--- src/rtl/cmdq_pkg.sv ---
package cmdq_pkg;
    localparam int STAT_W       = 32;
    localparam int FREE_W       = 12;
    localparam int FB_BUSY_BIT  = 24;
    localparam int RAS_BUSY_BIT = 25;
    localparam int RDERR_BIT    = 30;
    localparam int OVF_BIT      = 31;

    typedef struct packed {
        logic ovf;
        logic rderr;
    } err_flags_t;

    typedef struct packed {
        logic fb;
        logic eng;
    } busy_smp_t;
endpackage

--- src/rtl/cmdq_store.sv ---
module cmdq_store #(
    parameter int DEPTH  = 16,
    parameter int IDX_W  = 8,
    parameter int DATA_W = 32
) (
    input  logic              clk,
    input  logic              rst_n,
    input  logic              push_req,
    input  logic [IDX_W-1:0]  push_idx,
    input  logic [DATA_W-1:0] push_data,
    input  logic              pop_req,
    output logic              head_valid,
    output logic [IDX_W-1:0]  head_idx,
    output logic [DATA_W-1:0] head_data,
    output logic [$clog2(DEPTH+1)-1:0] level,
    output logic              drop
);
    localparam int PTR_W = (DEPTH > 1) ? $clog2(DEPTH) : 1;
    localparam int CNT_W = $clog2(DEPTH + 1);
    localparam int ENT_W = IDX_W + DATA_W;
    localparam logic [CNT_W-1:0] FULL_CNT = CNT_W'(DEPTH);
    localparam logic [PTR_W-1:0] LAST_PTR = PTR_W'(DEPTH - 1);

    typedef struct packed {
        logic [DEPTH-1:0][ENT_W-1:0] mem;
        logic [PTR_W-1:0]            wr_ptr;
        logic [PTR_W-1:0]            rd_ptr;
        logic [CNT_W-1:0]            count;
    } store_t;

    store_t st_d, st_q;
    logic   full, empty, do_push, do_pop;

    always_comb begin
        full    = (st_q.count == FULL_CNT);
        empty   = (st_q.count == '0);
        do_push = push_req && !full;
        do_pop  = pop_req && !empty;
        st_d    = st_q;
        if (do_push) begin
            st_d.mem[st_q.wr_ptr] = {push_idx, push_data};
            st_d.wr_ptr = (st_q.wr_ptr == LAST_PTR) ? '0 : st_q.wr_ptr + 1'b1;
        end
        if (do_pop) begin
            st_d.rd_ptr = (st_q.rd_ptr == LAST_PTR) ? '0 : st_q.rd_ptr + 1'b1;
        end
        case ({do_push, do_pop})
            2'b10:   st_d.count = st_q.count + 1'b1;
            2'b01:   st_d.count = st_q.count - 1'b1;
            default: st_d.count = st_q.count;
        endcase
    end

    always_ff @(posedge clk or negedge rst_n) begin
        if (!rst_n) st_q <= '0;
        else        st_q <= st_d;
    end

    assign head_valid = !empty;
    assign {head_idx, head_data} = st_q.mem[st_q.rd_ptr];
    assign level = st_q.count;
    assign drop  = push_req && full;


    count_bound_chk: assert property (@(posedge clk) disable iff (!rst_n)
        st_q.count <= FULL_CNT);

    push_pop_hold_chk: assert property (@(posedge clk) disable iff (!rst_n)
        (do_push && do_pop) |=> $stable(st_q.count));

    full_drop_chk: assert property (@(posedge clk) disable iff (!rst_n)
        (push_req && full) |=> $stable(st_q.wr_ptr));

    pop_step_chk: assert property (@(posedge clk) disable iff (!rst_n)
        (do_pop && !do_push) |=> (st_q.count == $past(st_q.count) - 1'b1));
endmodule

--- src/rtl/cmdq_errs.sv ---
module cmdq_errs
    import cmdq_pkg::*;
(
    input  logic clk,
    input  logic rst_n,
    input  logic ovf_evt,
    input  logic rderr_evt,
    input  logic clr_ovf,
    input  logic clr_rderr,
    output err_flags_t flags
);
    err_flags_t fl_d, fl_q;

    always_comb begin
        fl_d       = fl_q;
        fl_d.ovf   = (fl_q.ovf   && !clr_ovf)   || ovf_evt;
        fl_d.rderr = (fl_q.rderr && !clr_rderr) || rderr_evt;
    end

    always_ff @(posedge clk or negedge rst_n) begin
        if (!rst_n) fl_q <= '0;
        else        fl_q <= fl_d;
    end

    assign flags = fl_q;


    ovf_set_chk: assert property (@(posedge clk) disable iff (!rst_n)
        ovf_evt |=> fl_q.ovf);

    rderr_set_chk: assert property (@(posedge clk) disable iff (!rst_n)
        rderr_evt |=> fl_q.rderr);

    ovf_clear_chk: assert property (@(posedge clk) disable iff (!rst_n)
        (clr_ovf && !ovf_evt) |=> !fl_q.ovf);

    rderr_clear_chk: assert property (@(posedge clk) disable iff (!rst_n)
        (clr_rderr && !rderr_evt) |=> !fl_q.rderr);

    ovf_keep_chk: assert property (@(posedge clk) disable iff (!rst_n)
        (fl_q.ovf && !clr_ovf) |=> fl_q.ovf);
endmodule

--- src/rtl/cmdq_busy.sv ---
module cmdq_busy
    import cmdq_pkg::*;
(
    input  logic clk,
    input  logic rst_n,
    input  logic fb_busy_in,
    input  logic eng_busy_in,
    input  logic queue_nonempty,
    output logic raster_busy,
    output logic frame_busy
);
    busy_smp_t smp_d, smp_q;

    always_comb begin
        smp_d.fb  = fb_busy_in;
        smp_d.eng = eng_busy_in;
    end

    always_ff @(posedge clk or negedge rst_n) begin
        if (!rst_n) smp_q <= '0;
        else        smp_q <= smp_d;
    end

    assign raster_busy = smp_q.eng || queue_nonempty;
    assign frame_busy  = smp_q.fb;


    fb_follow_chk: assert property (@(posedge clk) disable iff (!rst_n)
        fb_busy_in |=> frame_busy);

    eng_follow_chk: assert property (@(posedge clk) disable iff (!rst_n)
        eng_busy_in |=> raster_busy);
endmodule

--- src/rtl/cmdq_front.sv ---
module cmdq_front
    import cmdq_pkg::*;
#(
    parameter int DEPTH  = 16,
    parameter int IDX_W  = 8,
    parameter int DATA_W = 32
) (
    input  logic              clk,
    input  logic              rst_n,
    input  logic              cmd_valid,
    input  logic [IDX_W-1:0]  cmd_idx,
    input  logic [DATA_W-1:0] cmd_data,
    input  logic              stat_wr,
    input  logic [31:0]       stat_wdata,
    input  logic              rd_err,
    output logic [31:0]       status,
    output logic              eng_valid,
    output logic [IDX_W-1:0]  eng_idx,
    output logic [DATA_W-1:0] eng_data,
    input  logic              eng_ready,
    input  logic              eng_busy,
    input  logic              fb_busy
);
    localparam int CNT_W = $clog2(DEPTH + 1);

    logic [CNT_W-1:0] level;
    logic             drop;
    logic             raster_busy, frame_busy;
    err_flags_t       flags;
    logic [FREE_W-1:0] free_slots;

    cmdq_store #(.DEPTH(DEPTH), .IDX_W(IDX_W), .DATA_W(DATA_W)) u_store (
        .clk        (clk),
        .rst_n      (rst_n),
        .push_req   (cmd_valid),
        .push_idx   (cmd_idx),
        .push_data  (cmd_data),
        .pop_req    (eng_ready),
        .head_valid (eng_valid),
        .head_idx   (eng_idx),
        .head_data  (eng_data),
        .level      (level),
        .drop       (drop)
    );

    cmdq_errs u_errs (
        .clk       (clk),
        .rst_n     (rst_n),
        .ovf_evt   (drop),
        .rderr_evt (rd_err),
        .clr_ovf   (stat_wr && stat_wdata[OVF_BIT]),
        .clr_rderr (stat_wr && stat_wdata[RDERR_BIT]),
        .flags     (flags)
    );

    cmdq_busy u_busy (
        .clk            (clk),
        .rst_n          (rst_n),
        .fb_busy_in     (fb_busy),
        .eng_busy_in    (eng_busy),
        .queue_nonempty (level != '0),
        .raster_busy    (raster_busy),
        .frame_busy     (frame_busy)
    );

    always_comb begin
        free_slots                = FREE_W'(DEPTH) - FREE_W'(level);
        status                    = '0;
        status[FREE_W-1:0]        = free_slots;
        status[FB_BUSY_BIT]       = frame_busy;
        status[RAS_BUSY_BIT]      = raster_busy;
        status[RDERR_BIT]         = flags.rderr;
        status[OVF_BIT]           = flags.ovf;
    end


    cmd_busy_chk: assert property (@(posedge clk) disable iff (!rst_n)
        cmd_valid |=> status[RAS_BUSY_BIT]);

    full_flag_chk: assert property (@(posedge clk) disable iff (!rst_n)
        (cmd_valid && status[FREE_W-1:0] == '0) |=> status[OVF_BIT]);

    reserved_zero_chk: assert property (@(posedge clk) disable iff (!rst_n)
        (status[29:26] == '0) && (status[23:12] == '0));
endmodule

--- config.mk ---
export PLATFORM = sky130hd
export DESIGN_NAME = cmdq_front
export DESIGN_NICKNAME = d
export VERILOG_FILES = /design/src/rtl/cmdq_pkg.sv /design/src/rtl/cmdq_store.sv /design/src/rtl/cmdq_errs.sv /design/src/rtl/cmdq_busy.sv /design/src/rtl/cmdq_front.sv
export SDC_FILE = /design/constraint.sdc
export NUM_CORES = 1
export LEC_CHECK = 0
export BUFFER_PORTS_ARGS = -buffer_cell sky130_fd_sc_hd__buf_2
export CORE_ASPECT_RATIO = 0.8
export CORE_MARGIN = 5
export CORE_UTILIZATION = 61
export CTS_CLUSTER_SIZE = 12
export DETAILED_ROUTE_END_ITERATION = 16
export PLACE_DENSITY = 0.77
export SYNTH_ARGS = -nofsm -noshare
export SYNTH_HDL_FRONTEND = slang
export SYNTH_SLANG_ARGS = --single-unit
export TNS_END_PERCENT = 1
--- constraint.sdc ---
create_clock -name clk -period 3.82 [get_ports clk]
set_clock_uncertainty 0.2 [all_clocks]
set_input_delay 0.764 -clock clk [delete_from_list [all_inputs] [get_ports clk]]
set_output_delay 0.764 -clock clk [all_outputs]
set_load 0.05 [all_outputs]
Word-level counts from Yosys, hierarchy flattened
Cells that the tools add are included.
Widths: inputs -> output; s select.
Storage, ports and cells
  flip-flop bits (word level): 657
  input port bits: 80
  output and inout port bits: 73
  logic and storage cells: 62
Cells by class
  add/sub/neg operators: 5
  order comparisons: 3
  equality and inequality tests: 5
  mux-type cells: 8
  reduce and logical (&&, ||, !) cells: 18
Operator list (number)
  $bwmux 640: 1
  $bmux 40 s4: 1
  $demux 40 s4: 1
  $mux 40: 2
  $lt 4x5->1 const B: 2
  $pmux 5 s2: 1
  $add 4x1->4 const B: 2
  $eq 4x4->1 const B: 2
  $logic_and 1x1->1: 8
  $mux 4: 2
  $sub 5x5->6 const A: 1
  $add 5x1->5 const B: 1
  $eq 5x5->1 const B: 1
  $logic_not 5->1: 1
  $reduce_bool 5->1: 1
  $sub 5x1->5 const B: 1
  $ge 4x1->1 const B: 1
  $logic_not 1->1: 4
  $logic_or 1x1->1: 3
  $eq 2x1->1 const B: 1
  $eq 2x2->1 const B: 1
  $reduce_bool 2->1: 1

Depth between registers and ports, before layout
  depth after elaboration: 5
  mapped depth: 16

Modules after synthesis
A second synthesis with hierarchy kept.
Unflattened totals
  cell total of the unflattened synthesis: 2085
  area total of the unflattened synthesis: 30320.3 um^2
Modules (own cells, without submodules)
  cmdq_store: instances 1, cells each 2036, area each 29907.4 um^2, sequential area each 16340.7 um^2
  cmdq_front: instances 1, cells each 40, area each 284.0 um^2, sequential area each 0.0 um^2
  cmdq_errs: instances 1, cells each 6, area each 72.6 um^2, sequential area each 50.0 um^2
  cmdq_busy: instances 1, cells each 3, area each 56.3 um^2, sequential area each 50.0 um^2

Least setup slack after synthesis
OpenSTA, ideal clock, no wires.
  path type: register to register
  from: register u_store.st_q, in the netlist u_store.level[1]
  to: register u_store.st_q, in the netlist u_store.level[4]
  library setup time: 123 ps
  arrival time: 3323 ps
  required time: 3497 ps
  slack: 174 ps
  cell stages (with the launch flop): 17
  period minus slack after synthesis: 3646 ps
  cells stage by stage: dfrtp_1 > clkbuf_1 > inv_1 > ha_1 > and2_1 > ha_1 > inv_1 > nand2_1 > inv_1 > ha_1 > clkbuf_1 > xor2_1 > ha_1 > or3b_2 > o2111ai_1 > a21oi_1 > xnor2_1
Between the ends
  cells in the longest elaborated chain, start to end: 5
Ends and longest elaborated chain
  from (decl): RTL line cmdq_store.sv:31  | store_t st_d, st_q;
  from (signal assigned): RTL line cmdq_store.sv:56  | else st_q <= st_d;
  $logic_not 5->1 *: RTL line cmdq_store.sv:36  | empty = (st_q.count == '0);
  $logic_not 1->1 *
  named net eng_valid: RTL line cmdq_front.sv:17  | output logic eng_valid,
  $logic_and 1x1->1 *: RTL line cmdq_store.sv:38  | do_pop = pop_req && !empty;
  named net u_store.do_pop: RTL line cmdq_store.sv:32  | logic full, empty, do_push, do_pop;
  $eq 2x1->1 / $eq 2x2->1 (equally long branches): RTL line cmdq_store.sv:47  | case ({do_push, do_pop})
  $pmux 5 s2 / $reduce_bool 2->1 (equally long branches)
The timed path passes the listed nets; every way through them passes the cells marked *.
A chain may end at the register's enable or synchronous reset.

Final worst setup path
  from: register u_store.st_q[5] in the netlist's numbering
  to: output eng_data[4]
Between the ends
  cells in the longest elaborated chain, start to end: 2
Ends and longest elaborated chain
  $bmux 40 s4: RTL line cmdq_store.sv:60  | assign {head_idx, head_data} = st_q.mem[st_q.rd_ptr];
  $mux 40 (not written as such): RTL line cmdq_store.sv:60
  to (decl): RTL line cmdq_front.sv:19  | output logic [DATA_W-1:0] eng_data,
Every way passes these cells. The select of a mux whose other input is x is not followed.

==> reports/qor.yml <==
run_status:
  status: "finished clean"
timing:
  final-max-slew-violation-count: 0
  finalHoldViolCount: 0
  period_minus_slack_ns: 3.72
  rsz0062_at_grt: "yes"
  tightest_slew_ns: 0.889
  slew_headroom_pct: 40.7
  whs_ns: 0.0557
  min_period_over_period_pct: 97.5
  fmax_ghz: 0.268
  finalSetupViolations: 0
critical_path:
  crit_chain: "buf_16 > buf_16 > mux4_2 > a22oi_1 > nand2_1 > buf_2"
  cp.required_ns: 2.86
  path_common_cell: "buf_16"
  rr_worst_depth: 13
  cp.depth: 6
  rrSetupSlack_ns: 0.34
  crit_path_max_fanout: 28
  crit_path_end_kind: "output pin"
  path_delay_family: "buffers and inverters"
  slowest_stage: "dfrtp_4"
  critical_path_buf_inv_count: 3
  arrival_ns: 2.76
  slowest_delay_ns: 0.52
  setup.worst_path.start_class: "register"
  crit_type: "register to output pin"
logic_synthesis:
  synthAdderAreaFrac_pct: 0.462
  syn_inst: 1873
  synth_top_area_share_pct: 55.2
  synth_seq_cells: 657
  synth_seq_area_share_pct: 55.2
  synth_area_um2: 29800
  synth_mux_area_share_pct: 36.8
  synth_compound_area_share_pct: 2.45
  ys_types: 37
  synth_xor_area_share_pct: 0.294
  yosysWarningCount: 0
  synth_simple_gate_area_share_pct: 1.38
  avgSynthCellArea_um2: 15.9
  synth_area_leader_cell: "dfrtp_1"
  synth_area_leaders: "dfrtp_1 (55%), mux2_2 (22%), mux4_2 (12%)"
  synth_top_family_by_area: "multiplexers"
power_and_ir_drop:
  finalPower_uw: 30600
  ir_worst_vdd_uv: 854
  p_switching_uw: 10700
  internal_power_uw: 19900
  power_frac_seq_pct: 38.6
  cellPowerDensity_nw_per_um2: 921
  clockPowerShare_pct: 19.7
  cellLeakagePower_uw: 0.0148
  netSwitchingFraction_pct: 35.0
  combPwrFrac_pct: 41.7
layout:
  final_common_cell: "dfrtp_1"
  nets: 2022
  area_growth_pct: 11.6
  drive_gt1_share_pct: 54.4
  fillCellCount: 3216
  utilization_pct: 68.8
  layout_common_cells: "dfrtp_1 (655), mux2_2 (593), mux4_2 (160)"
  final-seq-area_um2: 16400
  instances_no_fill: 2589
  multi_input_area_um2: 12600
floorplan:
  fp.dieArea_um2: 53400
  die-height_um: 208
  boundaryPins: 153
  die_w_um: 257
  row_count: 72
  coreArea_um2: 48300
  start_util_pct: 61.7
detailed_routing:
  wire_per_inst_um: 26.5
  vias: 16500
  route.detailed.drc: 0
  wirelength_um: 68700
  viasPerCell: 6.36
  drt-initial-drc-count: 1106
  drtAntennaViolNets: 0
  drtPass1Iterations: 5
clock_network:
  htree_levels: 3
  clk_latency_ns: 0.59
  cts.sinks: 657
  cts_tree: "yes"
  cts_buffers: 67
  path_clk_slew_ns: 0.06
  cts-root-buf: "clkbuf_16"
  holdBufCountCts: 0
  cts_max_path_buffers: 3
grt:
  grt_pass1_wl_um: 108000
  antenna_found_initial: 2
  grt_max_degree: 95
  grt-ovfl-total: 0
  grt_usage_pct: 26.1
  grt_pass1_vias: 17900
flow_run:
  maxCapViolations: 0
placement:
  dp_cells: 2490
  place_hpwl_um: 37700
  gp_congestion: 0.754
  portBuffers: 106
hold_path:
  min_path_type: "input port to asynchronous set/reset pin"
-- worst reg2reg max path: stages, from the launching register on --
cell and delay, ns:
dfrtp_1 0.48, inv_1 0.10, ha_1 0.22, and2_1 0.16, ha_1 0.23, nor2b_4 0.35
inv_2 0.12, ha_1 0.31, xor2_1 0.18, ha_1 0.22, or3b_2 0.45, o2111ai_1 0.11
a21oi_1 0.11, xnor2_1 0.13
-- power groups by stage --
| stage | Combinational [uW] | Sequential [uW] | Clock (uW) |
|---|---|---|---|
| floorplan | 10200 | 11200 | 0 |
| finish | 12800 | 11800 | 6020 |
| global route | 13600 | 12200 | 6440 |
| detailed placement | 12800 | 11900 | 0 |
| global placement | 12400 | 11600 | 0 |
| CTS | 12800 | 11800 | 6140 |
-- cells in the mapped netlist --
| cell type | number |
|---|---|
| buf_4 | 32 |
| conb_1 | 1 |
| a22oi_1 | 80 |
| a31oi_1 | 2 |
| inv_1 | 8 |
| o41ai_1 | 1 |
| mux4_2 | 160 |
| xor2_1 | 4 |
| nand3_1 | 7 |
| o21ai_0 | 6 |
| mux2_2 | 593 |
| or3_1 | 1 |
| inv_2 | 1 |
| nor2_1 | 16 |
| mux2_1 | 8 |
| nor2b_4 | 1 |
| mux2_4 | 40 |
| buf_6 | 4 |
| clkbuf_1 | 71 |
| a22o_1 | 1 |
| dfrtp_1 | 657 |
| buf_2 | 82 |
| nand2b_1 | 4 |
| nor2b_1 | 2 |
| nand4_1 | 1 |
| xnor2_1 | 6 |
| ha_1 | 11 |
| a21oi_1 | 4 |
| nor3_1 | 2 |
| a211o_1 | 1 |
| a21o_1 | 3 |
| or3b_2 | 1 |
| nand3b_1 | 1 |
| nand2_1 | 57 |
| a211oi_1 | 1 |
| o2111ai_1 | 1 |
| and2_1 | 2 |
-- layer usage --
layer	GRT usage, %	routed length, um	share of wire [%]	up-vias
li1	-	-	-	7004
met1	37.3	29800	43	8943
met2	43.0	34100	50	390
met3	4.46	3190	4.6	113
met4	6.00	1510	2.2	4
met5	0	21	0.031	-
-- cell type report --
cell class,instances,area share [%]
tap,629,2.37
multi-input combinational,1033,37.8
antenna,1,0.00753
inverter,9,0.102
clock inverter,5,0.0866
timing repair buffer,163,4.36
clock buffer,92,5.77
sequential,657,49.5
-- worst paths after layout --
path                                         startpoint                            end
max in group asynchronous                         rst_n  u_store.st_q[348]$_DFFE_PN0P_
setup / recovery            u_store.st_q[5]$_DFFE_PN0P_                    eng_data[4]
min in group clk                               eng_busy      u_busy.smp_q[0]$_DFF_PN0_
hold / removal                                    rst_n   u_store.st_q[18]$_DFFE_PN0P_
hold reg to reg               u_errs.flags[0]$_DFF_PN0_      u_errs.flags[0]$_DFF_PN0_
setup reg to reg           u_store.level[1]$_DFFE_PN0P_   u_store.level[4]$_DFFE_PN0P_
-- what timing repair did --
item	CTS	global route
endpoints found under the setup margin	2	12
cloned	0	1
resized for setup	2	4
setup buffers	0	0
hold endpoints to repair	0	0
-- stage by stage --
step                      TNS, ns  worst slack [ns]  instance area (um2)
after floorplan                 0             0.174                29800
after global placement          0             0.476                31200
after detailed placement        0             0.385                31200
after CTS                       0           0.00497                33200
after global routing      -0.0447           -0.0170                33200
final                           0            0.0952                33200
-- sequential cells by signal (all words and copies together) (netlist names) --
name	flops
u_store.level	5
u_busy.smp_q	1
u_store.st_q	648
u_errs.flags	2
u_busy.frame_busy	1
-- kinds of logic (layout without fill, tap and decap cells) --
logic type,Yosys count,in the layout
simple gates,95,95
mux,801,801
fa+ha+maj,11,11
xor+xnor,10,10
flops,657,657
other cells,1,17
buf+inv,198,269
compound gates,100,100
Note: power is estimated with default switching activity, not from simulation.
